<file path="config.mk">
export PLATFORM = sky130hd
export DESIGN_NAME = dist_sec_ctrl
export DESIGN_NICKNAME = d
export VERILOG_FILES = /design/src/rtl/dist_sec_pkg.sv /design/src/rtl/dist_sec_decode.sv /design/src/rtl/dist_sec_regs.sv /design/src/rtl/dist_sec_ctrl.sv
export SDC_FILE = /design/constraint.sdc
export NUM_CORES = 1
export LEC_CHECK = 0
export BUFFER_PORTS_ARGS = -buffer_cell sky130_fd_sc_hd__buf_2
export CORE_MARGIN = 5
export CORE_UTILIZATION = 34
export CTS_CLUSTER_SIZE = 16
export DETAILED_ROUTE_END_ITERATION = 16
export PLACE_DENSITY = 0.84
export SYNTH_ARGS = -nofsm -noshare
export SYNTH_HDL_FRONTEND = slang
export SYNTH_SLANG_ARGS = --single-unit
</file>
<file path="constraint.sdc">
create_clock -name clk -period 1.3 [get_ports clk]
set_input_delay 0.325 -clock clk [delete_from_list [all_inputs] [get_ports clk]]
set_output_delay 0.325 -clock clk [all_outputs]
set_load 0.02 [all_outputs]
</file>
<file path="src/rtl/dist_sec_pkg.sv">
package dist_sec_pkg;

  // Control word bit positions (software decodes these)
  localparam int CtlGrp0Bit   = 0;
  localparam int CtlGrp1NsBit = 1;
  localparam int CtlGrp1SBit  = 2;
  localparam int CtlRouteSBit = 4;
  localparam int CtlRouteNsBit = 5;
  localparam int CtlSecOffBit = 6;
  localparam int CtlWakeBit   = 7;
  localparam int CtlPendBit   = 31;

  // Type word fields
  localparam int TypLinesLsb  = 0;
  localparam int TypLinesW    = 5;
  localparam int TypSecExtBit = 10;
  localparam int TypMsgBit    = 16;
  localparam int TypIdLsb     = 19;
  localparam int TypIdW       = 5;
  localparam logic [TypIdW-1:0] TypIdVal = 5'hF;

  // Strobes from decode to the register datapath
  typedef struct packed {
    logic wrCtl;     // write hits the control word
    logic rdCtl;     // read hits the control word
    logic rdTyp;     // read hits the type word
    logic rdReq;     // any read request
    logic fullView;  // access sees the full (secure) view
    logic nsOnly;    // restricted non-secure write mask applies
  } strobe_t;

endpackage

</file>
<file path="src/rtl/dist_sec_decode.sv">
module dist_sec_decode
  import dist_sec_pkg::*;
#(
  parameter int ADDR_W = 2
) (
  input  logic              accEn,
  input  logic              accWr,
  input  logic              accSecure,
  input  logic [ADDR_W-1:0] accAddr,
  input  logic              secOffState,
  output strobe_t           strb
);

  localparam logic [ADDR_W-1:0] CtlAddr = ADDR_W'(0);
  localparam logic [ADDR_W-1:0] TypAddr = ADDR_W'(1);

  logic hitCtl;
  logic hitTyp;

  always_comb begin
    hitCtl = (accAddr == CtlAddr);
    hitTyp = (accAddr == TypAddr);
    strb.wrCtl    = accEn && accWr && hitCtl;
    strb.rdCtl    = accEn && !accWr && hitCtl;
    strb.rdTyp    = accEn && !accWr && hitTyp;
    strb.rdReq    = accEn && !accWr;
    // Once security is off there is one state; attribute no longer matters
    strb.fullView = accSecure || secOffState;
    strb.nsOnly   = !accSecure && !secOffState;
  end

endmodule

</file>
<file path="src/rtl/dist_sec_regs.sv">
module dist_sec_regs
  import dist_sec_pkg::*;
#(
  parameter int CNT_W = 11
) (
  input  logic             clk,
  input  logic             rstN,
  input  strobe_t          strb,
  input  logic [31:0]      wrData,
  input  logic [CNT_W-1:0] irqCount,
  output logic [31:0]      rdData,
  output logic             rdValid,
  output logic             grp0En,
  output logic             grp1NsEn,
  output logic             grp1SEn,
  output logic             routeEnNs,
  output logic             secOff
);

  logic [31:0]      fullWord;
  logic [31:0]      nsWord;
  logic [31:0]      typWord;
  logic [31:0]      rdNext;
  logic [CNT_W-1:0] lineCalc;
  logic             unusedBits;

  // State update: write masks depend on view and on security state
  always_ff @(posedge clk or negedge rstN) begin
    if (!rstN) begin
      grp0En    <= 1'b0;
      grp1NsEn  <= 1'b0;
      grp1SEn   <= 1'b0;
      routeEnNs <= 1'b1;
      secOff    <= 1'b0;
    end else if (strb.wrCtl) begin
      if (strb.nsOnly) begin
        grp1NsEn <= wrData[CtlGrp1NsBit];
      end else begin
        grp0En   <= wrData[CtlGrp0Bit];
        grp1NsEn <= wrData[CtlGrp1NsBit];
        if (!secOff) begin
          if (wrData[CtlSecOffBit]) begin
            secOff    <= 1'b1;
            grp1SEn   <= 1'b0;
            routeEnNs <= 1'b0;
          end else begin
            grp1SEn <= wrData[CtlGrp1SBit];
          end
        end
      end
    end
  end

  // Read views
  always_comb begin
    fullWord = '0;
    fullWord[CtlGrp0Bit]    = grp0En;
    fullWord[CtlGrp1NsBit]  = grp1NsEn;
    fullWord[CtlGrp1SBit]   = grp1SEn;
    fullWord[CtlRouteSBit]  = 1'b1;
    fullWord[CtlRouteNsBit] = routeEnNs;
    fullWord[CtlSecOffBit]  = secOff;
    fullWord[CtlWakeBit]    = 1'b0;
    fullWord[CtlPendBit]    = 1'b0;

    nsWord = '0;
    nsWord[CtlGrp1NsBit] = grp1NsEn;
    nsWord[CtlRouteSBit] = routeEnNs;
    nsWord[CtlPendBit]   = 1'b0;

    lineCalc = (irqCount >> 5) - CNT_W'(1);
    typWord = '0;
    typWord[TypLinesLsb +: TypLinesW] = lineCalc[TypLinesW-1:0];
    typWord[TypSecExtBit]             = !secOff;
    typWord[TypMsgBit]                = 1'b0;
    typWord[TypIdLsb +: TypIdW]       = TypIdVal;

    if (strb.rdCtl)      rdNext = strb.fullView ? fullWord : nsWord;
    else if (strb.rdTyp) rdNext = typWord;
    else                 rdNext = '0;
  end

  assign unusedBits = ^{irqCount[4:0], lineCalc[CNT_W-1:TypLinesW]};

  always_ff @(posedge clk or negedge rstN) begin
    if (!rstN) begin
      rdData  <= '0;
      rdValid <= 1'b0;
    end else begin
      rdValid <= strb.rdReq;
      rdData  <= strb.rdReq ? rdNext : '0;
    end
  end

endmodule

</file>
<file path="src/rtl/dist_sec_ctrl.sv">
module dist_sec_ctrl
  import dist_sec_pkg::*;
#(
  parameter int ADDR_W = 2,
  parameter int CNT_W  = 11
) (
  input  logic              clk,
  input  logic              rstN,
  input  logic              accEn,
  input  logic              accWr,
  input  logic              accSecure,
  input  logic [ADDR_W-1:0] accAddr,
  input  logic [31:0]       wrData,
  input  logic [CNT_W-1:0]  irqCount,
  output logic [31:0]       rdData,
  output logic              rdValid,
  output logic              grp0En,
  output logic              grp1NsEn,
  output logic              grp1SEn,
  output logic              routeEnS,
  output logic              routeEnNs,
  output logic              secDisabled
);

  strobe_t strb;

  dist_sec_decode #(.ADDR_W(ADDR_W)) u_dec (
    .accEn       (accEn),
    .accWr       (accWr),
    .accSecure   (accSecure),
    .accAddr     (accAddr),
    .secOffState (secDisabled),
    .strb        (strb)
  );

  dist_sec_regs #(.CNT_W(CNT_W)) u_regs (
    .clk       (clk),
    .rstN      (rstN),
    .strb      (strb),
    .wrData    (wrData),
    .irqCount  (irqCount),
    .rdData    (rdData),
    .rdValid   (rdValid),
    .grp0En    (grp0En),
    .grp1NsEn  (grp1NsEn),
    .grp1SEn   (grp1SEn),
    .routeEnNs (routeEnNs),
    .secOff    (secDisabled)
  );

  assign routeEnS = 1'b1;

endmodule

</file>
# Word level (Yosys, flattened, before mapping)
# Cells that the tools add are included.
totals:
  regBits: 38
  latch_bits: 0
  ram_bits: 0
  mem_bits_ro: 0
  inputBits: 50
  out_inout_bits: 39
  elab_cells: 32
  memories: 0
classes:
  n_addsub: 1
  mul: 0
  n_div: 0
  magnitude_cmp: 0
  eq_ne: 1
  shifts: 0
  mux: 7
  n_bitwise: 2
  reduce_logical: 14
ops:
  columns: ["cell", "count"]
  rows:
  - ["2-to-1 mux 32 bit", 2]
  - ["2-to-1 mux 23 bit", 1]
  - ["2-to-1 mux 7 bit", 1]
  - ["logical AND 1 bit", 6]
  - ["subtractor 5 x 1 -> 5 bit (second input constant)", 1]
  - ["AND reduction 4 bit", 1]
  - ["logical NOT 1 bit", 3]
  - ["2-to-1 mux 1 bit", 3]
  - ["AND reduction 3 bit", 1]
  - ["equality test 2 x 1 -> 1 bit (second input constant)", 1]
  - ["logical NOT 2 bit", 1]
  - ["NOT 1 bit", 2]
  - ["AND reduction 2 bit", 1]
  - ["logical OR 1 bit", 1]

# Depth between registers and ports, before layout
depth:
  word_depth: 6
  depth_mapped: 5
  depth_no_buf: 5

# Modules after synthesis
# Synthesis repeated with hierarchy kept, for this count alone.
unflattened:
  hier_cells: 84
  area_unflattened_um2: 873.3
by_module_without_submodules:
  columns: ["mod", "instances", "cells_each", "area_each_um2", "seq_area_each_um2"]
  rows:
  - ["dist_sec_regs", 1, 76, 805.8, 376.6]
  - ["dist_sec_decode", 1, 6, 56.3, 0.0]
  - ["dist_sec_ctrl", 1, 2, 11.3, 0.0]

# Worst setup path after synthesis
# OpenSTA, ideal clock, no wires.
synth_timing:
  kind: "register -> register"
  from: "register u_regs.secOff"
  to: "register u_regs.grp1SEn"
  setup_ns: 0.125
  arrival_time_ns: 1.158
  path_slack_ns: 0.017
  path_stages_with_launch: 4
  period_less_slack_ns: 1.283
  cell_sequence: "dfrtp_1 > clkbuf_1 > nand3b_2 > mux2_4"
synth_between:
  elab_chain_len: 4
  elab_cells_between_ends: 5
synth_rtl:
  columns: ["element", "line", "rtl"]
  rows:
  - ["start, declared", "dist_sec_regs.sv:17", "output logic secOff"]
  - ["start signal, assigned", "dist_sec_regs.sv:34", "secOff <= 1'b0;"]
  - ["start signal, assigned", "dist_sec_regs.sv:43", "secOff <= 1'b1;"]
  - ["logical NOT 1 bit", null, null]
  - ["logical AND 1 bit", "dist_sec_decode.sv:29", "strb.nsOnly = !accSecure && !secOffState;"]
  - ["NOT 1 bit (no line)", null, null]
  - ["AND reduction 3 bit (no line) (*)", null, null]
  - ["end signal, assigned", "dist_sec_regs.sv:47", "grp1SEn <= wrData[CtlGrp1SBit];"]
  - ["end, declared", "dist_sec_regs.sv:15", "output logic grp1SEn,"]
# Mark *: on every way between the ends. The rest lies on a longest branch, timed or not.
# A chain may end at the register's enable or synchronous reset.

# Worst setup path in the final report
layout_timing:
  from: "register u_regs.routeEnNs"
  to: "output routeEnNs"
layout_rtl:
  columns: ["element", "line", "rtl"]
  rows:
  - ["start, declared", "dist_sec_regs.sv:16", "output logic routeEnNs,"]
  - ["start signal, assigned", "dist_sec_regs.sv:33", "routeEnNs <= 1'b1;"]
  - ["start signal, assigned", "dist_sec_regs.sv:45", "routeEnNs <= 1'b0;"]
  - ["end, declared", "dist_sec_ctrl.sv:21", "output logic routeEnNs,"]
# No word-level cell between the ends.

==> reports/results.ini <==
[synth]
seq_area_frac_synth_pct=43.8
yosysMostFrequentCell=buf_4
post_synth_main_area_contributors=dfrtp_1 (41%), buf_4 (21%), mux2_4 (3.5%), dfstp_2 (3.1%), mux2_2 (2.6%)
ys_warn_count=0
ys_ff_latch=15
ys.flop_type=dfrtp_1
synth_top_cell_by_area=dfrtp_1
synth_cell_types=30
synthArstFlopShare_pct=100
synth_edf_count=0
ys_top_cells_by_count=buf_4 (24), dfrtp_1 (14), inv_1 (4), nor2_1 (4), o21ai_0 (3)
syn_area_per_cell_um2=10.5
syn_area_um2=861
synth_top_area_share_pct=40.7
synthCells=82

[critical_path]
crit_slowest_cell=dfstp_2
crit_buf_inv=1
worst_r2r_startpoint=u_regs.secOff
critPathKind=reg2out
critPathTopFamily=flip-flops
cp_slowest_stage_delay_ps=560
rr_endpoint=u_regs.grp1SEn
startpoint_type=flip-flop
worst-path-max-fanout=2
worstPathArrival_ps=940
required_ps=980
path_cells=buf_6
reg2regPathDepth=3
endpoint_kind=output port
r2r_setup_slack_ps=130

[power_and_ir_drop]
combPwrFrac_pct=29.0
peakVddDrop_v=0.000473
clkPwrFrac_pct=23.2
p_leak_nw=0.589
power.internal_w=0.000750
p_sw_w=0.000355
pwr_density_cell_mw_per_mm2=1070
seqPwrFrac_pct=47.8
netSwitchingFraction_pct=32.1

[floorplanning]
core_area_mm2=0.00245
die_x_um=60.3
start_util_pct=35.1
row_count=18
die_h_um=60.3
die-area_mm2=0.00364
io-pin-count=89

[detailed_routing]
vias=622
first_pass_iters=4
ant_nets=0
wl_um=1720
drtIter0Drc=8
drc=0
routedWlPerCell_um=11.5
routed_via_density=4.15

[global_route]
grt_pass1_wl_um=2570
overflow=0
first_global_vias=624
grt.total_usage_pct=9.44
antenna_found_initial=0
grt_max_degree=16

[layout]
fillers=238
syn_to_final_growth_pct=20.3
layout.nets=172
finalNonFillerCells=150
fin_util_pct=42.2
drive_above_1_share_pct=44.2
diodes=0

[hold_path]
min_from=accWr
hold_depth=2
min_path_type=in2reg
whs_endpoint=u_regs.rdValid

[sta]
slew_viol_final=0
rsz0062_at_grt=no
setup_violations=0
max_clock_freq_ghz=0.788
finalHoldViolCount=0
min_period_ps=1270
post-route-period-util_pct=97.6
skew_ps=1.13
totalNegativeSetupSlack_ps=0

[clock_tree]
cts_tree=done
cts_buffers=3
cts_max_path_buffers=2
h-tree-depth=1
path_clk_slew_ps=90
clkLatencyLatePin_ps=270
cts_root_buffer=clkbuf_4
clkSinkCount=15

[placed_design]
gp_congestion=0.724
dpl.hpwl_um=1420
dp_cells=142
io_buffer_count=33

[job]
cap_violations=0

[run_status]
status=finished clean

-- how the worst max path moves through the flow --
stage	end	start	depth (start not counted)
after floorplan	u_regs.grp1SEn	u_regs.secOff	3
after global placement	u_regs.grp1SEn	accAddr[1]	4
after detailed placement	u_regs.rdData[4]	irqCount[5]	6
after CTS	routeEnNs	u_regs.routeEnNs	1
after global routing	routeEnNs	u_regs.routeEnNs	1
final	routeEnNs	u_regs.routeEnNs	1
-- area by class of cell --
type	instances	area, um2	area share, %
Clock buffer	4	26.3	2.54
Inverter	4	15.0	1.45
Multi-Input combinational cell	56	345	33.3
Sequential cell	15	378	36.5
Tap cell	30	37.5	3.62
Timing Repair Buffer	41	234	22.6
-- through the flow --
step / power (W) / hold slack, ps / instance area, um2 / worst slack [ps]
2_1_floorplan: 0.000787 / 29.4 / 932 / 17.1
3_3_place_gp: 0.000828 / 230 / 970 / -5.49
3_5_place_dp: 0.000834 / 243 / 970 / -97.7
4_1_cts: 0.00109 / 233 / 1020 / 22.6
5_1_grt: 0.00117 / 227 / 1040 / 1.69
6_report: 0.00110 / 238 / 1040 / 31.6
-- state kept, by name, summed over array words and instances, names as in the netlist --
| register | flops |
|---|---|
| u_regs.grp0En | 1 |
| u_regs.grp1NsEn | 1 |
| u_regs.grp1SEn | 1 |
| u_regs.rdData | 9 |
| u_regs.rdValid | 1 |
| u_regs.routeEnNs | 1 |
| u_regs.secOff | 1 |
-- logic make-up (layout without fill, tap and decap cells) --
group / after synthesis / in the layout / share of synthesized area, %
buffers and inverters: 30 / 49 / 24.4
and+or+nand+nor: 19 / 19 / 14.1
DFF: 15 / 15 / 43.8
AOI/OAI and AO/OA: 7 / 7 / 5.09
muxes: 5 / 5 / 7.27
xor gates and xnor gates: 3 / 3 / 3.05
other: 2 / 21 / 0.872
adders and majority gates: 1 / 1 / 1.45
-- layer usage --
metal | wire length, um | GRT usage (%)
met1 | 538 | 8.95
met2 | 976 | 18.8
met3 | 204 | 3.46
met4 | 0 | 2.22
met5 | 0 | 0
-- power by group through the flow --
stage	registers (W)	clock network, W	logic (W)
final	0.000529	0.000256	0.000320
after global routing	0.000533	0.000291	0.000346
after CTS	0.000540	0.000264	0.000289
after detailed placement	0.000548	0	0.000286
after global placement	0.000547	0	0.000281
after floorplan	0.000577	0	0.000209
-- cell usage in the layout (no fill, tap or decap), types with 2 or more instances in the layout --
| master | n |
|---|---|
| o21ai_0 | 3 |
| dfrtp_1 | 13 |
| nor3_1 | 2 |
| clkbuf_4 | 3 |
| nand2b_1 | 2 |
| inv_1 | 4 |
| buf_4 | 7 |
| nor3b_1 | 2 |
| conb_1 | 21 |
| nor2_1 | 4 |
| nor2b_1 | 2 |
| xnor2_1 | 2 |
| buf_2 | 32 |
| mux2_2 | 2 |
| mux2_4 | 2 |
-- repair_timing --
| action | CTS | global route |
|---|---|---|
| hold buffers | 1 | 0 |
| setup endpoints to repair | 2 | 2 |
| cloned | 0 | 0 |
| endpoints found under the hold margin | 14 | 0 |
| buffers inserted | 1 | 2 |
| resized for setup | 2 | 1 |
| pin swaps | 0 | 0 |
No activity file was read; power rests on OpenSTA's default activity.
